$ cat config.mk
export PLATFORM = sky130hd
export DESIGN_NAME = wdt_steer
export DESIGN_NICKNAME = d
export VERILOG_FILES = /design/src/rtl/wdt_steer.sv
export SDC_FILE = /design/constraint.sdc
export NUM_CORES = 1
export LEC_CHECK = 0
export BUFFER_PORTS_ARGS = -buffer_cell sky130_fd_sc_hd__buf_4
export CELL_PAD_IN_SITES_DETAIL_PLACEMENT = 0
export CELL_PAD_IN_SITES_GLOBAL_PLACEMENT = 1
export CORE_ASPECT_RATIO = 2
export CORE_UTILIZATION = 43
export DETAILED_ROUTE_END_ITERATION = 10
export PLACE_DENSITY_LB_ADDON = 0.1
export SKIP_LAST_GASP = 1
export SLEW_MARGIN = 20
export SYNTH_ARGS = -nofsm -noshare
export SYNTH_HDL_FRONTEND = slang
export SYNTH_SLANG_ARGS = --single-unit
$ cat constraint.sdc
create_clock -name clk -period 2 [get_ports clk]
set_input_delay 0.3 -clock clk [delete_from_list [all_inputs] [get_ports clk]]
set_output_delay 0.3 -clock clk [all_outputs]
set_load 0.005 [all_outputs]
$ cat src/rtl/wdt_steer.sv
module wdt_steer #(
  parameter int TREC_CYCLES = 16,
  parameter int ADDR_W      = 3,
  parameter int FLAG_ADDR   = 0,
  parameter int WDOG_ADDR   = 7
) (
  input  logic              clk,
  input  logic              rst_n,
  input  logic              tick16_i,
  input  logic              kick_i,
  input  logic              pwr_dn_i,
  input  logic [ADDR_W-1:0] bus_addr_i,
  input  logic              bus_wr_i,
  input  logic              bus_rd_i,
  input  logic [7:0]        bus_wdata_i,
  output logic [7:0]        bus_rdata_o,
  input  logic              alarm_irq_i,
  input  logic              ftest_en_i,
  input  logic              ftest_wave_i,
  output logic              irq_ft_o,
  output logic              rst_pulse_n_o,
  output logic              ctl_clear_o
);
  localparam int RW = $clog2(TREC_CYCLES + 1);
  localparam logic [ADDR_W-1:0] FADR = ADDR_W'(FLAG_ADDR);
  localparam logic [ADDR_W-1:0] WADR = ADDR_W'(WDOG_ADDR);

  logic [7:0]    wd_reg;
  logic [4:0]    cnt;
  logic          expired, wd_irq_q, wdf_q;
  logic [RW-1:0] rcnt;
  logic [1:0]    pre16, pre4, pre1;
  logic [2:0]    ksync;
  logic          ctl_clear_q;

  wire       steer = wd_reg[7];
  wire [4:0] mult  = wd_reg[6:2];
  wire [1:0] res   = wd_reg[1:0];

  wire tick4  = tick16_i && (pre16 == 2'd3);
  wire tick1  = tick4    && (pre4  == 2'd3);
  wire tick_q = tick1    && (pre1  == 2'd3);

  logic tick_sel;
  always_comb begin
    case (res)
      2'd0:    tick_sel = tick16_i;
      2'd1:    tick_sel = tick4;
      2'd2:    tick_sel = tick1;
      default: tick_sel = tick_q;
    endcase
  end

  wire kick_edge = ksync[2] ^ ksync[1];
  wire wr_wd     = bus_wr_i && (bus_addr_i == WADR);
  wire rd_flag   = bus_rd_i && (bus_addr_i == FADR);
  wire armed     = (mult != 5'd0) && !expired;
  wire timeout   = tick_sel && armed && (cnt == 5'd1)
                   && !wr_wd && !kick_edge && !pwr_dn_i;

  always_ff @(posedge clk or negedge rst_n) begin
    if (!rst_n) begin
      pre16 <= '0;
      pre4  <= '0;
      pre1  <= '0;
    end else begin
      if (tick16_i) pre16 <= pre16 + 2'd1;
      if (tick4)    pre4  <= pre4 + 2'd1;
      if (tick1)    pre1  <= pre1 + 2'd1;
    end
  end

  always_ff @(posedge clk or negedge rst_n) begin
    if (!rst_n) ksync <= '0;
    else        ksync <= {ksync[1:0], kick_i};
  end

  always_ff @(posedge clk or negedge rst_n) begin
    if (!rst_n) begin
      wd_reg   <= '0;
      cnt      <= '0;
      expired  <= 1'b0;
      wd_irq_q <= 1'b0;
    end else if (pwr_dn_i) begin
      wd_reg   <= '0;
      cnt      <= '0;
      expired  <= 1'b0;
      wd_irq_q <= 1'b0;
    end else if (wr_wd) begin
      wd_reg  <= bus_wdata_i;
      cnt     <= bus_wdata_i[6:2];
      expired <= 1'b0;
      if (bus_wdata_i[6:2] == 5'd0) wd_irq_q <= 1'b0;
    end else if (kick_edge) begin
      cnt     <= mult;
      expired <= 1'b0;
    end else if (timeout) begin
      expired <= 1'b1;
      cnt     <= '0;
      if (steer) wd_reg   <= '0;
      else       wd_irq_q <= 1'b1;
    end else if (tick_sel && armed) begin
      cnt <= cnt - 5'd1;
    end
  end

  always_ff @(posedge clk or negedge rst_n) begin
    if (!rst_n)       wdf_q <= 1'b0;
    else if (timeout) wdf_q <= 1'b1;
    else if (rd_flag) wdf_q <= 1'b0;
  end

  always_ff @(posedge clk or negedge rst_n) begin
    if (!rst_n) begin
      rcnt        <= '0;
      ctl_clear_q <= 1'b0;
    end else begin
      ctl_clear_q <= timeout && steer;
      if (timeout && steer) rcnt <= RW'(TREC_CYCLES);
      else if (rcnt != '0)  rcnt <= rcnt - 1'b1;
    end
  end

  always_ff @(posedge clk or negedge rst_n) begin
    if (!rst_n) bus_rdata_o <= '0;
    else if (bus_rd_i) begin
      if (bus_addr_i == FADR)      bus_rdata_o <= {wdf_q, 7'd0};
      else if (bus_addr_i == WADR) bus_rdata_o <= wd_reg;
      else                         bus_rdata_o <= '0;
    end else bus_rdata_o <= '0;
  end

  assign rst_pulse_n_o = (rcnt == '0);
  assign ctl_clear_o   = ctl_clear_q;
  assign irq_ft_o      = wd_irq_q || alarm_irq_i || (ftest_en_i && ftest_wave_i);
endmodule

==> results of run 1 <==
-- critical path, delay by kind of cell (launching register included) --
| family | cells | cell delay, ns |
|---|---|---|
| AND/OR/NAND/NOR | 1 | 0.38 |
| buffers and inverters | 1 | 0.05 |
| AO/OA/AOI/OAI | 3 | 0.71 |
| adder cells (fa/ha/maj) | 1 | 0.21 |
| flip-flops | 1 | 0.36 |
-- logic make-up after synthesis --
| logic type | Yosys count | share of synthesized area, % |
|---|---|---|
| and+or+nand+nor | 50 | 16.2 |
| AOI/OAI and AO/OA | 42 | 16.5 |
| DFF | 39 | 52.6 |
| buffers and inverters | 10 | 2.43 |
| xor gates and xnor gates | 9 | 4.65 |
| adders and majority gates | 7 | 4.72 |
| muxes | 5 | 2.90 |
-- final cells by class --
cell class | instances | area [um2] | area share, %
flip-flops and latches | 39 | 976 | 42.7
multi-input cells | 113 | 836 | 36.6
repair buffers | 37 | 280 | 12.3
clock buffers | 6 | 72.6 | 3.17
well taps | 52 | 65.1 | 2.85
clock inverters | 1 | 30.0 | 1.31
inverters | 7 | 26.3 | 1.15
-- path summary, 6_finish.rpt --
path	from	end	slack [ns]	depth (start not counted)
min	kick_i	ksync[0]	0.12	1
max in group asynchronous	rst_n	wd_irq_q	1.14	2
min reg2reg	ksync[0]	ksync[1]	0.35	0
min in group asynchronous	rst_n	rcnt[1]	0.51	2
max reg2reg	pre16[0]	wd_reg[5]	0.17	6
max	pre16[0]	wd_reg[5]	0.17	6
-- cells in the final DEF (no fill, tap or decap), types with 2 or more instances in the layout --
cell type,synthesis,final
clkbuf_8,0,5
dfrtp_1,39,39
o21ai_0,5,5
and2_1,7,7
nand4_1,2,2
and4_1,2,2
buf_4,0,36
nand2_1,8,8
a21o_1,2,2
mux2i_1,2,2
inv_1,7,7
nor3_1,5,5
mux2_2,3,3
a22oi_1,4,4
ha_1,7,7
xnor2_1,7,7
and3_1,2,2
a41oi_1,2,2
a21oi_1,12,12
nor2_1,15,15
a22o_1,6,6
-- where the power goes --
group | switching (mW) | internal, mW
sequential | 0.0991 | 0.926
combinational | 0.273 | 0.280
clock | 0.258 | 0.365
total | 0.630 | 1.57
-- what timing repair did --
item                                   in CTS  in global routing
hold buffers                                1                  0
endpoints found under the hold margin      39                  0
setup endpoints to repair                   0                  0
-- metal layers --
metal | routed length (um) | global-route usage [%]
met5 | 0 | 0
met4 | 128 | 11.0
met3 | 135 | 3.38
met2 | 2180 | 36.3
met1 | 1440 | 19.4
-- stage by stage --
step	setup slack [ns]	utilization, %	hold WS, ns	instances	instance area [um2]
floorplan	0.368	-	0.00441	162	1860
detailed placement	0.155	52.6	0.297	247	2170
global placement	0.215	52.6	0.292	247	2170
CTS	0.147	55.4	0.105	255	2290
global route	0.102	55.4	0.103	255	2290
finish	0.167	55.4	0.115	255	2290
==> impl_results.md, run 1 <==
- Die width: between 40 and 50 um
- Lkg Pwr: 1.08 nW
- Period utilization: about nine tenths
- CORE AREA: ~4100 um2
- Yosys warning count: 0
- Area leader, netlist: dfrtp_1
- CP startpoint kind: flop
- Area Growth Syn to Fin: 23.1%
- Syn Nets: 190
- Slew margin rel.: between 60% and 70%
- DRT iter0 DRCs: 29
- GPL Wtd Cong: approximately 0.81
- Share of cells above drive strength 1: between 20% and 30%
- FF+latch count, synth: 39
- Clock-pin slew on the worst setup and hold paths: around 0.070 ns
- Post-CTS Setup Bufs: 0
- Number of iterations in the first detailed-routing pass: 4
- Crit-path slowest cell: and3_1
- Cts bufs inserted: 5
- Fin. Hold Viols: 0
- Starting Density: ~45%
- RSZ-0062 raised after global routing: no
- Die H: 94.9 um
- Crit Path Class: flop to flop
- Io pins: 32
- Final Skew: between 0.003 and 0.004 ns
- Synthesized area per cell: 11.5 um2
- Number of max-cap violations: 0
- Post-synth top cells: dfrtp_1, nor2_1, a21oi_1, nand2_1
- H-tree Lvls: 2
- Peak supply drop: roughly 0.61 mV
- Pin count of the biggest net entering global routing: 40
- Via count: between 1000 and 1500
- Outcome: complete, no violations
- Arrival @ worst endpoint: approximately 2 ns
- Root buf cell: clkbuf_8
- Initial antenna violation count: 0
- Fmax achieved: between 500 and 600 MHz
- Top FF cell, synth: dfrtp_1
- Final #Nets: roughly 230
- Critical path capture point type: flop
- FILL cells: 388
- Number of global-route vias before repair: around 1400
- Routed vias/inst: between 5 and 6
- Worst Hold Class: primary input to flop
- Pwr/cell area: approximately 960 nW/um2
- Die Area: about 4600 um2
- Crit Path Max Fanout: 7
- Top-count cell post-synth: dfrtp_1
- DP Wirelength: ~3100 um
- Synth Cell Area: roughly 1900 um2
- # resized after CTS: 0
- Synth async-reset ratio: 100%
- Max-slew violation count: 0
- Synth area leaders: dfrtp_1, ha_1, xnor2_1, a21oi_1, nor2_1
- CP cell instances: ha_1 -> inv_1 -> o21ai_1 -> and3_1 -> a31oi_4 -> a22o_2
- Clock buffer depth: 2
- Setup TNS: 0 ns
- Power, Total: 2.20 mW
- CTS tree: built
- Routed len/inst: approximately 15 um
- Skew-Pair Late Insertion Delay: approximately 0.29 ns
- Global-route wire length before repair: 6470 um
- Total Wirelength: 3890 um
- Ant diodes: 0
- Number of synthesized flops with an enable pin: 0
- Sequential share of the synthesized area: a little over half
- Port-buffer cells: 31
- Fin crit period: ~1.8 ns
- Slew at the pin with the worst max-slew slack: between 0.4 and 0.5 ns
- DRC violations left: 0
- GRT Total Usage: a little under a fifth
- Final Setup Violations: 0
- Sink Count: 39
- Worst path required time: 2.18 ns
- Final ANT Viol Nets: 0
- # rows: 33
- Synth unique cells: 43
- Grt total ovfl: 0
- Top cell type's share of synthesized area: 52.6%
- CP peak stage delay: 0.38 ns
- Cells after synthesis: 162
Power figures use the tool's default switching activity.
==> run 2: changes to the inputs <==
- RECOVER_POWER: not set -> 25
==> impl_results.md, run 2 (synthesized netlist as in run 1, its figures left out) <==
- Slew at the pin with the worst max-slew slack: approximately 0.94 ns
- # rows: 33
- H-tree Lvls: 2
- Slew margin rel.: 37.4%
- Clock-pin slew on the worst setup and hold paths: ~0.07 ns
- Die H: about 95 um
- Pin count of the biggest net entering global routing: 40
- Crit Path Class: flop to flop
- Port-buffer cells: 31
- Die Area: 4600 um2
- Setup WS pre-CTS: 0.155 ns
- Routed len/inst: about 15 um
- Fin crit period: ~1.8 ns
- Fin. Hold Viols: 0
- RSZ-0062 raised after global routing: no
- Crit. Startpoint: pre16[0]
- Design Area, Final: roughly 2300 um2
- Placed instance count: approximately 250
- Most frequent cells in the layout: dfrtp_1, buf_4, nor2_1
- Skew-Pair Late Insertion Delay: 0.29 ns
- Peak supply drop: 0.607 mV
- Sink Count: 39
- CORE AREA: between 4000 and 5000 um2
- Critical path capture point type: flop
- Crit-path slowest cell: and3_1
- CP peak stage delay: 0.38 ns
- DRC violations left: 0
- CP startpoint kind: flop
- Total Wirelength: just under 4000 um
- DRT iter0 DRCs: 27
- Root buf cell: clkbuf_8
- Max-slew violation count: 0
- FILL cells: about 390
- Cts bufs inserted: 5
- Global-route wire length before repair: 6470 um
- Final hold slack: ~0.14 ns
- Pwr/cell area: a little under 1000 nW/um2
- Commonest non-fill, non-tap cell in the layout: dfrtp_1
- FF+latch area: between 900 and 1000 um2
- Routed vias/inst: 5.31
- Worst Min Path Start: kick_i
- Period utilization: 91.8%
- Power, Total: around 2.2 mW
- Arrival @ worst endpoint: between 2 and 2.5 ns
- Final std cells w/o fill: 255
- Area Growth Syn to Fin: 22.8%
- Clock buffer depth: 2
- Final Util: between 50 and 60%
- Worst Hold Class: primary input to flop
- Post-CTS Setup Bufs: 0
- Io pins: 32
- Ant diodes: 0
- Final Setup Violations: 0
- Starting Density: around 45%
- Final Skew: about 0.0027 ns
- Number of global-route vias before repair: around 1400
- Share of cells above drive strength 1: a little over a quarter
- Crit Reg-Reg Startpoint: pre16[0]
- Initial antenna violation count: 0
- Grt total ovfl: 0
- Die width: around 48 um
- Number of max-cap violations: 0
- Final worst slack: 0.164 ns
- Fmax achieved: around 540 MHz
- Lkg Pwr: 1.07 nW
- Final ANT Viol Nets: 0
- Number of iterations in the first detailed-routing pass: 4
- GPL Wtd Cong: ~0.81
- Crit Path Max Fanout: 7
- CTS tree: built
- CP cell instances: ha_1 -> inv_1 -> o21ai_1 -> and3_1 -> a31oi_4 -> a22o_2
- GRT Total Usage: about a fifth
- Setup TNS: 0 ns
- Final #Nets: 231
- Multi-input logic area: around 840 um2
- Outcome: complete, no violations
- DP Wirelength: ~3000 um
- Worst path required time: between 2 and 2.5 ns
- Post-DP Area: 2170 um2
- Via count: approximately 1400
run 2: what timing repair did:
| item | in CTS | in global routing |
|---|---|---|
| hold buffers | 1 | 0 |
| endpoints found under the hold margin | 39 | 0 |
| setup endpoints to repair | 0 | 0 |
| resized for setup | 0 | 0 |
run 2: final timing paths:
| kind | cells after the start | slack (ns) | to |
|---|---|---|---|
| worst max-delay path | 6 | 0.16 | wd_reg[5] |
| worst min-delay path | 1 | 0.14 | ksync[0] |
| worst max register to register | 6 | 0.16 | wd_reg[5] |
| worst min register to register | 0 | 0.35 | ksync[1] |
| max in group asynchronous | 2 | 0.73 | cnt[2] |
| min in group asynchronous | 2 | 0.68 | rcnt[1] |
run 2: cell type report:
cell class	count	area share (%)
Sequential cell	39	42.8
Multi-Input combinational cell	113	36.7
Timing Repair Buffer	37	12.0
Clock buffer	6	3.18
Tap cell	52	2.85
Clock inverter	1	1.32
Inverter	7	1.15
run 2: layer usage:
metal  wire [um]  GRT usage, %  vias up
met3         113          3.38       11
met4         128          11.0        0
li1            -             -      661
met1        1450          19.4      656
met2        2190          36.3       27
met5           0             0        -
run 2: power by group:
| part | switching, mW | internal [mW] | total (mW) |
|---|---|---|---|
| clock network | 0.257 | 0.365 | 0.623 |
| registers | 0.0992 | 0.926 | 1.03 |
| logic | 0.273 | 0.278 | 0.551 |
| total | 0.630 | 1.57 | 2.20 |
run 2: worst max-delay path, delay by kind of cell (launching register included):
family          cells  cell delay (ns)
fa+ha+maj           1             0.21
flops               1             0.36
simple gates        1             0.38
compound gates      3             0.71
buf+inv             1             0.05
==> run 3: changes to the inputs <==
- BUFFER_PORTS_ARGS: -buffer_cell sky130_fd_sc_hd__buf_4 -> -buffer_cell sky130_fd_sc_hd__clkbuf_2
==> impl_results.md, run 3 (synthesized netlist as in run 1, its figures left out) <==
- Hold Buf Count CTS: 0
- Most frequent cells in the layout: dfrtp_1, clkbuf_2, nor2_1
- Crit Path Class: flop to flop
- Initial antenna violation count: 0
- H-tree Lvls: 2
- Peak supply drop: 0.999 mV
- Number of global-route vias before repair: between 1000 and 1500
- Fmax achieved: about 550 MHz
- Commonest non-fill, non-tap cell in the layout: dfrtp_1
- Setup TNS: 0 ns
- Root buf cell: clkbuf_8
- Clock buffer depth: 2
- Final Skew: about 0.0026 ns
- GRT Total Usage: between 10% and 20%
- Worst Hold Class: primary input to flop
- Skew-Pair Late Insertion Delay: approximately 0.28 ns
- Design Area, Final: roughly 2200 um2
- Post-CTS Setup Bufs: 0
- Number of max-cap violations: 0
- Pwr/cell area: between 1000 and 1500 nW/um2
- Worst reg2reg path depth: 6
- Die Area: approximately 4600 um2
- Total Wirelength: about 3800 um
- DR top layer: met4
- # resized after CTS: 0
- Io pins: 32
- CP endpoint: wd_reg[5]
- Port-buffer cells: 31
- Clock-pin slew on the worst setup and hold paths: ~0.080 ns
- GPL Wtd Cong: 0.849
- Grt total ovfl: 0
- Arrival @ worst endpoint: a little under 2 ns
- Max-slew violation count: 0
- Final ANT Viol Nets: 0
- Ant diodes: 0
- Metal3 WL: 123 um
- FF-to-FF setup slack: around 0.19 ns
- Die width: about 48 um
- CORE AREA: 4130 um2
- Fin crit period: 1.81 ns
- CP startpoint kind: flop
- Final Setup Violations: 0
- Placed instance count: 247
- Post-DP Area: 2100 um2
- # rows: 33
- Via count: 1364
- Global-route wire length before repair: approximately 6300 um
- Starting Density: roughly 45%
- Cts bufs inserted: 5
- Final std cells w/o fill: between 200 and 300
- Sink Count: 39
- Fin. Hold Viols: 0
- Wl on met1: approximately 1400 um
- CTS tree: built
- Period utilization: between 90 and 100%
- DP Wirelength: around 3000 um
- Outcome: complete, no violations
- Worst path required time: around 2.2 ns
- Slew at the pin with the worst max-slew slack: ~0.94 ns
- Crit. Startpoint: pre16[0]
- DRT iter0 DRCs: 35
- Routed len/inst: between 10 and 15 um
- Crit Path Max Fanout: 7
- Reg2reg end: wd_reg[5]
- Pin count of the biggest net entering global routing: 40
- Die H: 94.9 um
- Routed vias/inst: roughly 5.3
- Crit Reg-Reg Startpoint: pre16[0]
- Area Growth Syn to Fin: 19.1%
- Critical path capture point type: flop
- RSZ-0062 raised after global routing: no
- Number of iterations in the first detailed-routing pass: 6
- DRC violations left: 0
- Share of cells above drive strength 1: 27.6%
- Lkg Pwr: approximately 1.1 nW
- Final #Nets: 230
- Slew margin rel.: about 37%
- Met2 wire len: 2100 um
-- run 3: worst min-delay path by stage --
stage / depth (start not counted) / start / to / slack [ns]
2_1_floorplan: 0 / rst_n / bus_rdata_o[0] / 0.004
3_3_place_gp: 0 / ksync[0] / ksync[1] / 0.33
3_5_place_dp: 0 / ksync[0] / ksync[1] / 0.36
4_1_cts: 2 / rst_n / rcnt[3] / 0.07
5_1_grt: 1 / kick_i / ksync[0] / 0.11
6_report: 1 / kick_i / ksync[0] / 0.12
-- run 3: worst max-delay path, cell delays in order (launching register included) --
cell and delay (ns):
dfrtp_1 0.37, ha_1 0.22, inv_1 0.05, o21ai_1 0.28, and3_1 0.37, a31oi_4 0.17, a22o_2 0.23
-- run 3: stage by stage --
| stage | power, mW | worst slack (ns) | hold WS [ns] | util (%) |
|---|---|---|---|---|
| 2_1_floorplan | 1.43 | 0.368 | 0.00441 | - |
| 3_3_place_gp | 1.56 | 0.220 | 0.334 | 50.8 |
| 3_5_place_dp | 1.59 | 0.195 | 0.359 | 50.8 |
| 4_1_cts | 2.27 | 0.174 | 0.0700 | 53.6 |
| 5_1_grt | 2.40 | 0.0822 | 0.106 | 53.5 |
| 6_report | 2.24 | 0.193 | 0.120 | 53.5 |
-- run 3: layout make-up --
cell class                 count  area [um2]
tap                           52        65.1
multi-input combinational    113         836
fill                         401        1920
inverter                       7        26.3
sequential                    39         976
timing repair buffer          36         190
clock inverter                 2        35.0
clock buffer                   6        82.6
-- run 3: report_power, final --
group	total, mW	switching, mW	internal, mW
logic	0.543	0.278	0.266
clock network	0.672	0.268	0.404
registers	1.02	0.0956	0.926
total	2.24	0.642	1.60
-- run 3: metal layers --
layer  global-route usage [%]  vias to the layer above
met2                     34.0                       34
met5                        0                        -
met1                     19.6                      652
li1                         -                      664
met4                     12.7                        0
met3                     3.38                       14
